### src/rtl/rsq_pkg.sv
// Package: shared source indices and per-source parameter selection for
// the reset sequencer. Assumes exactly three request sources.
package rsq_pkg;

    localparam int NUM_SRC = 3;

    typedef enum int {
        SRC_PLL  = 0,
        SRC_ARST = 1,
        SRC_SRST = 2
    } src_e;

    // Pick the value belonging to source idx out of three candidates.
    function automatic int src_param(input int idx, input int v_pll,
                                     input int v_arst, input int v_srst);
        if (idx == SRC_PLL)       return v_pll;
        else if (idx == SRC_ARST) return v_arst;
        else                      return v_srst;
    endfunction

endpackage

### src/rtl/rsq_sync.sv
// Two-flop synchronizer for an active-low request.
// Assumes the request idles high; both stages reset to the idle level.
module rsq_sync (
    input  logic clk,
    input  logic rst_n,
    input  logic d_n,
    output logic q_n
);

    logic meta_n;

    // Shift the raw level through two stages into the clock domain.
    always_ff @(posedge clk) begin
        if (!rst_n) begin
            meta_n <= 1'b1;
            q_n    <= 1'b1;
        end else begin
            meta_n <= d_n;
            q_n    <= meta_n;
        end
    end

endmodule

### src/rtl/rsq_qual.sv
// Per-source qualifier: measures the synchronized low time of one request,
// holds busy once the low time reaches MIN_CYC, and runs a recovery count of
// REC_CYC cycles after a qualified release. A release before MIN_CYC raises
// short_evt for one cycle and starts no recovery.
// Assumes MIN_CYC >= 1 and a synchronized, idle-high input.
module rsq_qual #(
    parameter int MIN_CYC = 33,
    parameter int REC_CYC = 8200
) (
    input  logic clk,
    input  logic rst_n,
    input  logic lvl_n,
    output logic busy,
    output logic qual_hit,
    output logic short_evt
);

    localparam int CW = $clog2(MIN_CYC + 2);
    localparam int RW = $clog2(REC_CYC + 2);
    localparam logic [CW-1:0] MIN_V = CW'(MIN_CYC);
    localparam logic [RW-1:0] REC_V = RW'(REC_CYC);

    logic [CW-1:0] low_cnt;
    logic [RW-1:0] rec_cnt;
    logic          qualified;
    logic          release_ok;

    assign qualified  = (low_cnt == MIN_V);
    assign release_ok = lvl_n && qualified;
    assign short_evt  = lvl_n && (low_cnt != '0) && !qualified;
    assign qual_hit   = !lvl_n && (low_cnt == MIN_V - CW'(1));
    assign busy       = qualified || (rec_cnt != '0);

    // Count consecutive low cycles, saturating at the minimum width.
    always_ff @(posedge clk) begin
        if (!rst_n)          low_cnt <= '0;
        else if (lvl_n)      low_cnt <= '0;
        else if (!qualified) low_cnt <= low_cnt + CW'(1);
    end

    // Load recovery on a qualified release, then count it down to zero.
    always_ff @(posedge clk) begin
        if (!rst_n)                rec_cnt <= '0;
        else if (release_ok)       rec_cnt <= REC_V;
        else if (rec_cnt != '0)    rec_cnt <= rec_cnt - RW'(1);
    end

    AST_CNT_SAT: assert property (@(posedge clk) disable iff (!rst_n)
        low_cnt <= MIN_V);
    AST_REC_LOAD: assert property (@(posedge clk) disable iff (!rst_n)
        (lvl_n && low_cnt == MIN_V) |=> rec_cnt == REC_V);
    AST_REC_DOWN: assert property (@(posedge clk) disable iff (!rst_n)
        (rec_cnt != '0 && low_cnt == '0) |=> rec_cnt == $past(rec_cnt) - RW'(1));
    AST_SHORT_NO_REC: assert property (@(posedge clk) disable iff (!rst_n)
        (short_evt && rec_cnt == '0) |=> rec_cnt == '0);

endmodule

### src/rtl/rsq_status.sv
// Merges the per-source busy and short-pulse indications into the
// registered ready level and the sticky short-pulse flag. A set on the same
// edge as a clear wins. Assumes clr is the PLL request's qualify strobe.
module rsq_status #(
    parameter int N = 3
) (
    input  logic         clk,
    input  logic         rst_n,
    input  logic [N-1:0] busy,
    input  logic [N-1:0] short_evt,
    input  logic         clr,
    output logic         ready_q,
    output logic         flag_q
);

    logic short_any;

    assign short_any = |short_evt;

    // Ready only when no source is held or recovering.
    always_ff @(posedge clk) begin
        if (!rst_n) ready_q <= 1'b0;
        else        ready_q <= ~(|busy);
    end

    // Sticky warning: set by any short release, cleared by a PLL qualify.
    always_ff @(posedge clk) begin
        if (!rst_n)         flag_q <= 1'b0;
        else if (short_any) flag_q <= 1'b1;
        else if (clr)       flag_q <= 1'b0;
    end

    AST_FLAG_STICKY: assert property (@(posedge clk) disable iff (!rst_n)
        (flag_q && !clr) |=> flag_q);
    AST_FLAG_SET: assert property (@(posedge clk) disable iff (!rst_n)
        short_any |=> flag_q);
    AST_FLAG_CLEAR: assert property (@(posedge clk) disable iff (!rst_n)
        (clr && !short_any) |=> !flag_q);

endmodule

### src/rtl/rst_seq.sv
// Top: three active-low requests (PLL start-up, asynchronous, synchronous)
// merged into one system-ready output. Every request is synchronized and
// qualified separately; the asynchronous request additionally gates the
// output combinationally. Delays are in reference-clock cycles.
module rst_seq #(
    parameter int PLL_MIN_CYC  = 80,
    parameter int PLL_REC_CYC  = 12240,
    parameter int ARST_MIN_CYC = 33,
    parameter int ARST_REC_CYC = 8200,
    parameter int SRST_MIN_CYC = 33,
    parameter int SRST_REC_CYC = 18
) (
    input  logic clk,
    input  logic rst_n,
    input  logic pll_init_n,
    input  logic arst_n,
    input  logic srst_n,
    output logic sys_ready,
    output logic short_pulse
);

    import rsq_pkg::*;

    logic [NUM_SRC-1:0] raw_n;
    logic [NUM_SRC-1:0] lvl_n;
    logic [NUM_SRC-1:0] busy;
    logic [NUM_SRC-1:0] qhit;
    logic [NUM_SRC-1:0] sevt;
    logic               ready_q;

    assign raw_n[SRC_PLL]  = pll_init_n;
    assign raw_n[SRC_ARST] = arst_n;
    assign raw_n[SRC_SRST] = srst_n;

    for (genvar g = 0; g < NUM_SRC; g++) begin : g_src
        localparam int MINC = src_param(g, PLL_MIN_CYC, ARST_MIN_CYC, SRST_MIN_CYC);
        localparam int RECC = src_param(g, PLL_REC_CYC, ARST_REC_CYC, SRST_REC_CYC);

        rsq_sync u_sync (
            .clk   (clk),
            .rst_n (rst_n),
            .d_n   (raw_n[g]),
            .q_n   (lvl_n[g])
        );

        rsq_qual #(
            .MIN_CYC (MINC),
            .REC_CYC (RECC)
        ) u_qual (
            .clk       (clk),
            .rst_n     (rst_n),
            .lvl_n     (lvl_n[g]),
            .busy      (busy[g]),
            .qual_hit  (qhit[g]),
            .short_evt (sevt[g])
        );

        AST_QHIT_BUSY: assert property (@(posedge clk) disable iff (!rst_n)
            qhit[g] |=> busy[g]);
    end

    rsq_status #(
        .N (NUM_SRC)
    ) u_status (
        .clk       (clk),
        .rst_n     (rst_n),
        .busy      (busy),
        .short_evt (sevt),
        .clr       (qhit[SRC_PLL]),
        .ready_q   (ready_q),
        .flag_q    (short_pulse)
    );

    // Asynchronous request pulls the output low without a clock edge.
    assign sys_ready = ready_q & arst_n;

    AST_BUSY_HOLDS: assert property (@(posedge clk) disable iff (!rst_n)
        (|busy) |=> !sys_ready);

endmodule

### config.mk
export PLATFORM = sky130hd
export DESIGN_NAME = rst_seq
export DESIGN_NICKNAME = d
export VERILOG_FILES = /design/src/rtl/rsq_pkg.sv /design/src/rtl/rsq_sync.sv /design/src/rtl/rsq_qual.sv /design/src/rtl/rsq_status.sv /design/src/rtl/rst_seq.sv
export SDC_FILE = /design/constraint.sdc
export NUM_CORES = 1
export LEC_CHECK = 0
export BUFFER_PORTS_ARGS = -buffer_cell sky130_fd_sc_hd__buf_2
export CAP_MARGIN = 5
export CORE_MARGIN = 2
export CORE_UTILIZATION = 55
export CTS_BUF_LIST = sky130_fd_sc_hd__clkbuf_16
export DETAILED_ROUTE_END_ITERATION = 6
export PLACE_DENSITY = 0.72
export SYNTH_ARGS = -nofsm -noshare
export SYNTH_HDL_FRONTEND = slang
export SYNTH_SLANG_ARGS = --single-unit
### constraint.sdc
create_clock -name clk -period 1.91 [get_ports clk]
set_input_delay 0.191 -clock clk [delete_from_list [all_inputs] [get_ports clk]]
set_output_delay 0.191 -clock clk [all_outputs]
set_load 0.1 [all_outputs]
==> impl_metrics.py, run 1 <==
metrics = {
    "worst_setup_path": {
        "worst-path-buf-inv": 1,
        "crit_chain": "inv_1 > ha_1 > or4b_1 > a2111oi_4 > xnor2_1 > nor2_1",
        "arrival_ns": 2.06,
        "slowest_delay_ns": 0.54,
        "cp-start-kind": "flop",
        "worstSetupPathType": "flop to flop",
        "required_ns": 2.12,
        "cp-end-kind": "flop",
        "cp_max_fo": 3,
        "slowest_stage": "or4b_1",
        "critPathTopFamily": "simple AND/OR/NAND/NOR gates",
    },
    "sta": {
        "hold_violations": 0,
        "setup_violations": 0,
        "relSlewSlack": 0.677,
        "finalMaxSlewViolations": 0,
        "tightest_slew_ns": 0.487,
        "fmax_mhz": 541,
        "rsz0062_at_grt": "yes",
        "fin_crit_sh": 0.968,
        "setup_ws_ns": 0.0616,
        "finalClockSkew_ns": 0.00582,
        "whs_ns": 0.0489,
        "fin_crit_ns": 1.85,
    },
    "grt": {
        "grt_first_pass_wirelength_um": 10200,
        "overflow": 0,
        "grt_pass1_vias": 2264,
        "grt.total_usage": 0.218,
        "antenna_found_initial": 0,
        "grt_max_degree": 13,
    },
    "floorplan": {
        "die_h_um": 76.1,
        "num_rows": 26,
        "start_util": 0.563,
        "ios": 7,
        "die_w_um": 76.1,
        "fp.coreArea_sq_mm": 0.00507,
        "die_area_sq_mm": 0.00579,
    },
    "final_layout": {
        "syn2layout_area_growth_pct": 21.8,
        "final-seq-area_sq_mm": 0.00120,
        "drive_above_1_share": 0.185,
        "multiInputGateArea_sq_mm": 0.00164,
        "diodes": 0,
        "nFillCells": 395,
        "final_area_sq_mm": 0.00348,
        "fin_cells": 433,
        "nets": 375,
    },
    "power_and_ir_drop": {
        "power.density_mw_per_mm2": 1800,
        "pwr-share-clk": 0.243,
        "power_frac_seq": 0.306,
        "comb_power_share": 0.451,
        "ir_drop_uv": 1180,
        "switchingPower_w": 0.00236,
        "p_leak_nw": 1.33,
        "switching_share": 0.375,
        "internal-power_w": 0.00392,
        "finalPower_w": 0.00628,
    },
    "detailed_routing": {
        "num_vias": 2403,
        "drc": 0,
        "dr.pass1.iters": 4,
        "drt_iter0_drc": 137,
        "postRouteAntennaNets": 0,
        "viasPerCell": 5.55,
        "wire_per_inst_um": 13.8,
        "wirelength_um": 5970,
    },
    "placement": {
        "port_buffers": 6,
        "globalplace.congestion": 0.891,
        "placed_area_sq_mm": 0.00312,
        "preCtsSetupSlack_ns": 0.0321,
        "dp_cells": 417,
        "dp.final_hpwl_um": 4030,
    },
    "synth": {
        "ys_seq_area_frac": 0.420,
        "ys_warn_count": 0,
        "ys_ff_latch": 60,
        "postSynthCellCount": 324,
        "syn-cell-area_sq_mm": 0.00286,
        "yosysUniqueCellTypes": 48,
        "synth_edf_count": 0,
        "synthFlopType": "dfxtp_1",
        "syn_nets": 341,
        "synth_area_per_cell_sq_um": 8.82,
        "async_reset_ff_frac": 0,
    },
    "clocking": {
        "post_cts_buffers": 0,
        "clk_pin_slew_ns": 0.05,
        "clock_latency_ns": 0.32,
        "cts_tree": "built",
        "clk_path_buf_depth": 2,
        "numClockSinks": 60,
        "htree_num_levels": 3,
        "cts_made_buffers": 9,
        "cts_root_buf": "clkbuf_16",
    },
    "flow_run": {
        "drv_cap": 0,
    },
    "hold_path": {
        "hp-class": "primary input to flop",
    },
    "outcome": {
        "status": "finished clean",
    },
}
[cells in the mapped netlist, types with 2 or more instances]
master,n,area (sq um)
dfxtp_1,60,1200
nor2_1,33,124
a21oi_1,21,105
nand2_1,17,63.8
nor3_1,17,85.1
inv_1,16,60.1
xnor2_1,16,140
nand3_1,14,70.1
o21ai_0,14,70.1
ha_1,12,150
or3_1,12,75.1
nand2b_1,9,56.3
xor2_1,9,78.8
a31oi_1,5,31.3
and2_1,5,31.3
clkbuf_1,5,18.8
or4_1,5,37.5
o31ai_1,4,30.0
or2_2,4,25.0
and3_1,3,18.8
nand3b_1,3,22.5
nand4_1,3,18.8
nor4_1,3,18.8
or4b_1,3,30.0
a2111oi_0,2,17.5
a211oi_1,2,15.0
a311oi_1,2,17.5
and4_1,2,17.5
mux2i_1,2,20.0
nor2b_1,2,12.5
or4_4,2,22.5
[logic make-up after synthesis]
family                     Yosys count  synth area share
xor gates and xnor gates            25            0.0767
muxes                                2           0.00701
and+or+nand+nor                    146             0.291
adders and majority gates           12            0.0526
DFF                                 60             0.420
AOI/OAI and AO/OA                   57             0.123
buffers and inverters               22            0.0293
[placed cells by master (no fill, tap or decap), types with 3 or more instances in the layout]
| cell | synthesis | final |
|---|---|---|
| a21oi_1 | 21 | 21 |
| nand3b_1 | 3 | 3 |
| nand3_1 | 14 | 12 |
| and3_1 | 3 | 3 |
| clkinv_1 | 0 | 3 |
| buf_4 | 0 | 23 |
| or4_1 | 5 | 5 |
| a31oi_1 | 5 | 5 |
| xor2_1 | 9 | 9 |
| nand2b_1 | 9 | 9 |
| or3_1 | 12 | 11 |
| nor3_1 | 17 | 16 |
| ha_1 | 12 | 11 |
| dfxtp_1 | 60 | 58 |
| or2_2 | 4 | 4 |
| buf_2 | 1 | 6 |
| and2_1 | 5 | 5 |
| clkbuf_16 | 0 | 9 |
| o21ai_0 | 14 | 14 |
| nor2_1 | 33 | 33 |
| xnor2_1 | 16 | 16 |
| nand2_1 | 17 | 16 |
| inv_1 | 16 | 17 |
| nand4_1 | 3 | 3 |
| o31ai_1 | 4 | 4 |
[per-layer routing]
metal | GRT usage | part of all wire
met1 | 0.283 | 0.47
met2 | 0.342 | 0.48
met3 | 0.0557 | 0.035
met4 | 0.105 | 0.017
met5 | 0 | 0
[cell type report]
type | instances | area share
inverter | 16 | 0.0173
timing repair buffer | 29 | 0.0583
multi-input combinational | 242 | 0.472
clock inverter | 7 | 0.0169
sequential | 60 | 0.346
clock buffer | 9 | 0.0647
tap | 70 | 0.0252
[repair_timing]
action / in CTS / in global routing
endpoints found under the setup margin: 1 / 23
hold buffers: 0 / 0
pin swaps: 0 / 5
endpoints found under the hold margin: 0 / 0
gates resized for setup: 1 / 17
[final timing paths]
kind | startpoint | end | slack, ns | cells after the start
setup / recovery | g_src[1].u_qual.rec_cnt[0] | g_src[1].u_qual.rec_cnt[10] | 0.06 | 6
hold / removal | srst_n | g_src[2].u_sync.meta_n | 0.05 | 2
setup reg to reg | g_src[1].u_qual.rec_cnt[0] | g_src[1].u_qual.rec_cnt[10] | 0.06 | 6
hold reg to reg | g_src[1].u_sync.meta_n | g_src[1].u_sync.q_n | 0.41 | 1
[stage by stage]
stage	utilization	setup TNS, ns
after global routing	0.686	-0.182
after detailed placement	0.615	0
after global placement	0.615	0
after CTS	0.672	-0.0588
after floorplan	-	0
final	0.686	0
[state kept, by name, summed over array words and instances, names as in the netlist]
| signal | flops |
|---|---|
| g_src.u_qual.rec_cnt | 33 |
| u_status.ready_q | 1 |
| g_src.u_sync.meta_n | 3 |
| u_status.flag_q | 1 |
| g_src.u_qual.low_cnt | 19 |
| g_src.u_sync.q_n | 3 |
[power by group through the flow]
| stage | sequential (W) | combinational, W | clock, W |
|---|---|---|---|
| detailed placement | 0.00190 | 0.00258 | 0 |
| finish | 0.00192 | 0.00283 | 0.00152 |
| CTS | 0.00189 | 0.00265 | 0.00155 |
| global route | 0.00197 | 0.00314 | 0.00162 |
| global placement | 0.00190 | 0.00256 | 0 |
| floorplan | 0.00187 | 0.00182 | 0 |
Power figures use the tool's default switching activity.
==> inputs of run 2 (changes only) <==
--- a/config.mk
+++ b/config.mk
@@ -8,10 +8,10 @@
 export BUFFER_PORTS_ARGS = -buffer_cell sky130_fd_sc_hd__buf_2
 export CAP_MARGIN = 5
 export CORE_MARGIN = 2
-export CORE_UTILIZATION = 55
+export CORE_UTILIZATION = 60
 export CTS_BUF_LIST = sky130_fd_sc_hd__clkbuf_16
 export DETAILED_ROUTE_END_ITERATION = 6
-export PLACE_DENSITY = 0.72
+export PLACE_DENSITY = 0.75
 export SYNTH_ARGS = -nofsm -noshare
 export SYNTH_HDL_FRONTEND = slang
 export SYNTH_SLANG_ARGS = --single-unit
==> constraint.sdc (replaced) <==
create_clock -name clk -period 1.9 [get_ports clk]
set_input_delay 0.19 -clock clk [delete_from_list [all_inputs] [get_ports clk]]
set_output_delay 0.19 -clock clk [all_outputs]
set_load 0.1 [all_outputs]
==> impl_metrics.py, run 2 (same netlist as run 1, synthesis figures left out) <==
metrics = {
    "power_and_ir_drop": {
        "power.density_mw_per_mm2": 1810,
        "p_leak_nw": 1.33,
        "power_frac_seq": 0.304,
        "comb_power_share": 0.446,
        "finalPower_w": 0.00628,
        "ir_drop_uv": 1390,
        "internal-power_w": 0.00393,
        "switchingPower_w": 0.00235,
        "pwr-share-clk": 0.250,
        "switching_share": 0.374,
    },
    "grt": {
        "overflow": 0,
        "antenna_found_initial": 0,
        "met1_usage": 0.304,
        "grt_max_degree": 18,
        "grt_pass1_vias": 2241,
        "grt.total_usage": 0.238,
        "met2_usage": 0.383,
        "top_usage_layer": "met2",
        "grt_first_pass_wirelength_um": 9850,
        "use_met3": 0.0649,
    },
    "worst_setup_path": {
        "required_ns": 2.10,
        "cp-end-kind": "flop",
        "slowest_delay_ns": 0.54,
        "worst-path-buf-inv": 1,
        "slowest_stage": "nor4_1",
        "critPathTopFamily": "simple AND/OR/NAND/NOR gates",
        "arrival_ns": 2.07,
        "cp_max_fo": 7,
        "crit_chain": "buf_4 > nor4_1 > nand3_1 > a311o_1 > o311a_1",
        "cp-start-kind": "flop",
        "worstSetupPathType": "flop to flop",
    },
    "sta": {
        "setup_violations": 0,
        "setup_ws_ns": 0.0361,
        "tightest_slew_ns": 0.576,
        "rsz0062_at_grt": "yes",
        "finalMaxSlewViolations": 0,
        "relSlewSlack": 0.612,
        "whs_ns": 0.0539,
        "hold_violations": 0,
        "fmax_mhz": 537,
        "fin_crit_ns": 1.86,
        "fin_crit_sh": 0.981,
        "finalClockSkew_ns": 0.00734,
    },
    "final_layout": {
        "nets": 372,
        "final_area_sq_mm": 0.00346,
        "largest-register": "g_src.u_qual.rec_cnt",
        "largest_register_ffs": 33,
        "drive_above_1_share": 0.194,
        "final-seq-area_sq_mm": 0.00120,
        "syn2layout_area_growth_pct": 21.2,
        "diodes": 0,
        "multiInputGateArea_sq_mm": 0.00165,
        "final_common_cell": "dfxtp_1",
        "mostFrequentLayoutCells": "dfxtp_1, nor2_1, a21oi_1, buf_4, inv_1",
        "largestRegisters": "g_src.u_qual.rec_cnt (33), g_src.u_qual.low_cnt (19)",
        "nFillCells": 352,
    },
    "detailed_routing": {
        "postRouteAntennaNets": 0,
        "num_vias": 2442,
        "wire_per_inst_um": 14.5,
        "drt_iter0_drc": 122,
        "dr.pass1.iters": 4,
        "wirelength_um": 6010,
        "drc": 0,
        "viasPerCell": 5.90,
    },
    "outcome": {
        "status": "finished clean",
    },
    "clocking": {
        "clock_latency_ns": 0.32,
        "clk_path_buf_depth": 2,
        "cts_made_buffers": 9,
        "cts_tree": "built",
        "clk_pin_slew_ns": 0.06,
        "numClockSinks": 60,
        "cts_root_buf": "clkbuf_16",
        "htree_num_levels": 3,
    },
    "placement": {
        "preCtsSetupSlack_ns": -0.00261,
        "port_buffers": 6,
        "dp.final_hpwl_um": 4070,
        "placed_area_sq_mm": 0.00307,
        "globalplace.congestion": 0.971,
    },
    "flow_run": {
        "drv_cap": 0,
    },
    "floorplan": {
        "die_h_um": 73,
        "fp.coreArea_sq_mm": 0.00466,
        "die_w_um": 73,
        "start_util": 0.613,
        "ios": 7,
        "num_rows": 25,
        "die_area_sq_mm": 0.00533,
    },
    "hold_path": {
        "hp-class": "primary input to flop",
    },
}
run 2: cell types whose count changed in the layout (fill, tap and decap cells not counted), moves of 2 or more:
cell	change
a2111oi_2	+2
dfxtp_2	-2
clkinv_1	-3
buf_4	-3
run 2: worst paths after layout:
path / startpoint / endpoint / slack, ns / cells past startpoint
worst max-delay path: g_src[0].u_qual.rec_cnt[8] / g_src[0].u_qual.rec_cnt[9] / 0.04 / 5
worst min-delay path: pll_init_n / g_src[0].u_sync.meta_n / 0.05 / 2
worst max register to register: g_src[0].u_qual.rec_cnt[8] / g_src[0].u_qual.rec_cnt[9] / 0.04 / 5
worst min register to register: g_src[1].u_sync.meta_n / g_src[1].u_sync.q_n / 0.40 / 1
run 2: worst reg2reg max path: stages, from the launching register on:
cell and delay, ns:
dfxtp_1 0.31, buf_4 0.16, nor4_1 0.54, nand3_1 0.24, a311o_1 0.37, o311a_1 0.13
run 2: final cells by class:
| cell class | instances | area share |
|---|---|---|
| multi-input cells | 242 | 0.478 |
| flip-flops and latches | 60 | 0.348 |
| clock buffers | 9 | 0.0651 |
| repair buffers | 26 | 0.0521 |
| clock inverters | 7 | 0.0199 |
| well taps | 54 | 0.0195 |
| inverters | 16 | 0.0174 |
run 2: layer usage:
| metal | vias up | routed length [um] |
|---|---|---|
| met4 | 0 | 87 |
| met3 | 9 | 252 |
| met1 | 1142 | 2850 |
| met2 | 54 | 2830 |
| li1 | 1237 | - |
| met5 | - | 0 |
run 2: power by group through the flow:
stage	clock network (W)	logic (W)	registers [W]
after floorplan	0	0.00183	0.00188
after global placement	0	0.00249	0.00189
after detailed placement	0	0.00254	0.00190
after CTS	0.00159	0.00258	0.00188
after global routing	0.00166	0.00310	0.00195
final	0.00157	0.00280	0.00191
run 2: timing repair:
item                       CTS  global route
resized for setup            0            23
gates cloned                 0             0
hold buffers                 0             0
setup endpoints to repair    3            24
buffers inserted             0             1
pin swaps                    1             5
run 2: per-stage QoR:
| step | util | cells | TNS, ns |
|---|---|---|---|
| after detailed placement | 0.659 | 397 | -0.00261 |
| after global routing | 0.743 | 414 | -0.194 |
| after global placement | 0.659 | 397 | 0 |
| after floorplan | - | 324 | 0 |
| after CTS | 0.722 | 413 | 0 |
| final | 0.743 | 414 | 0 |
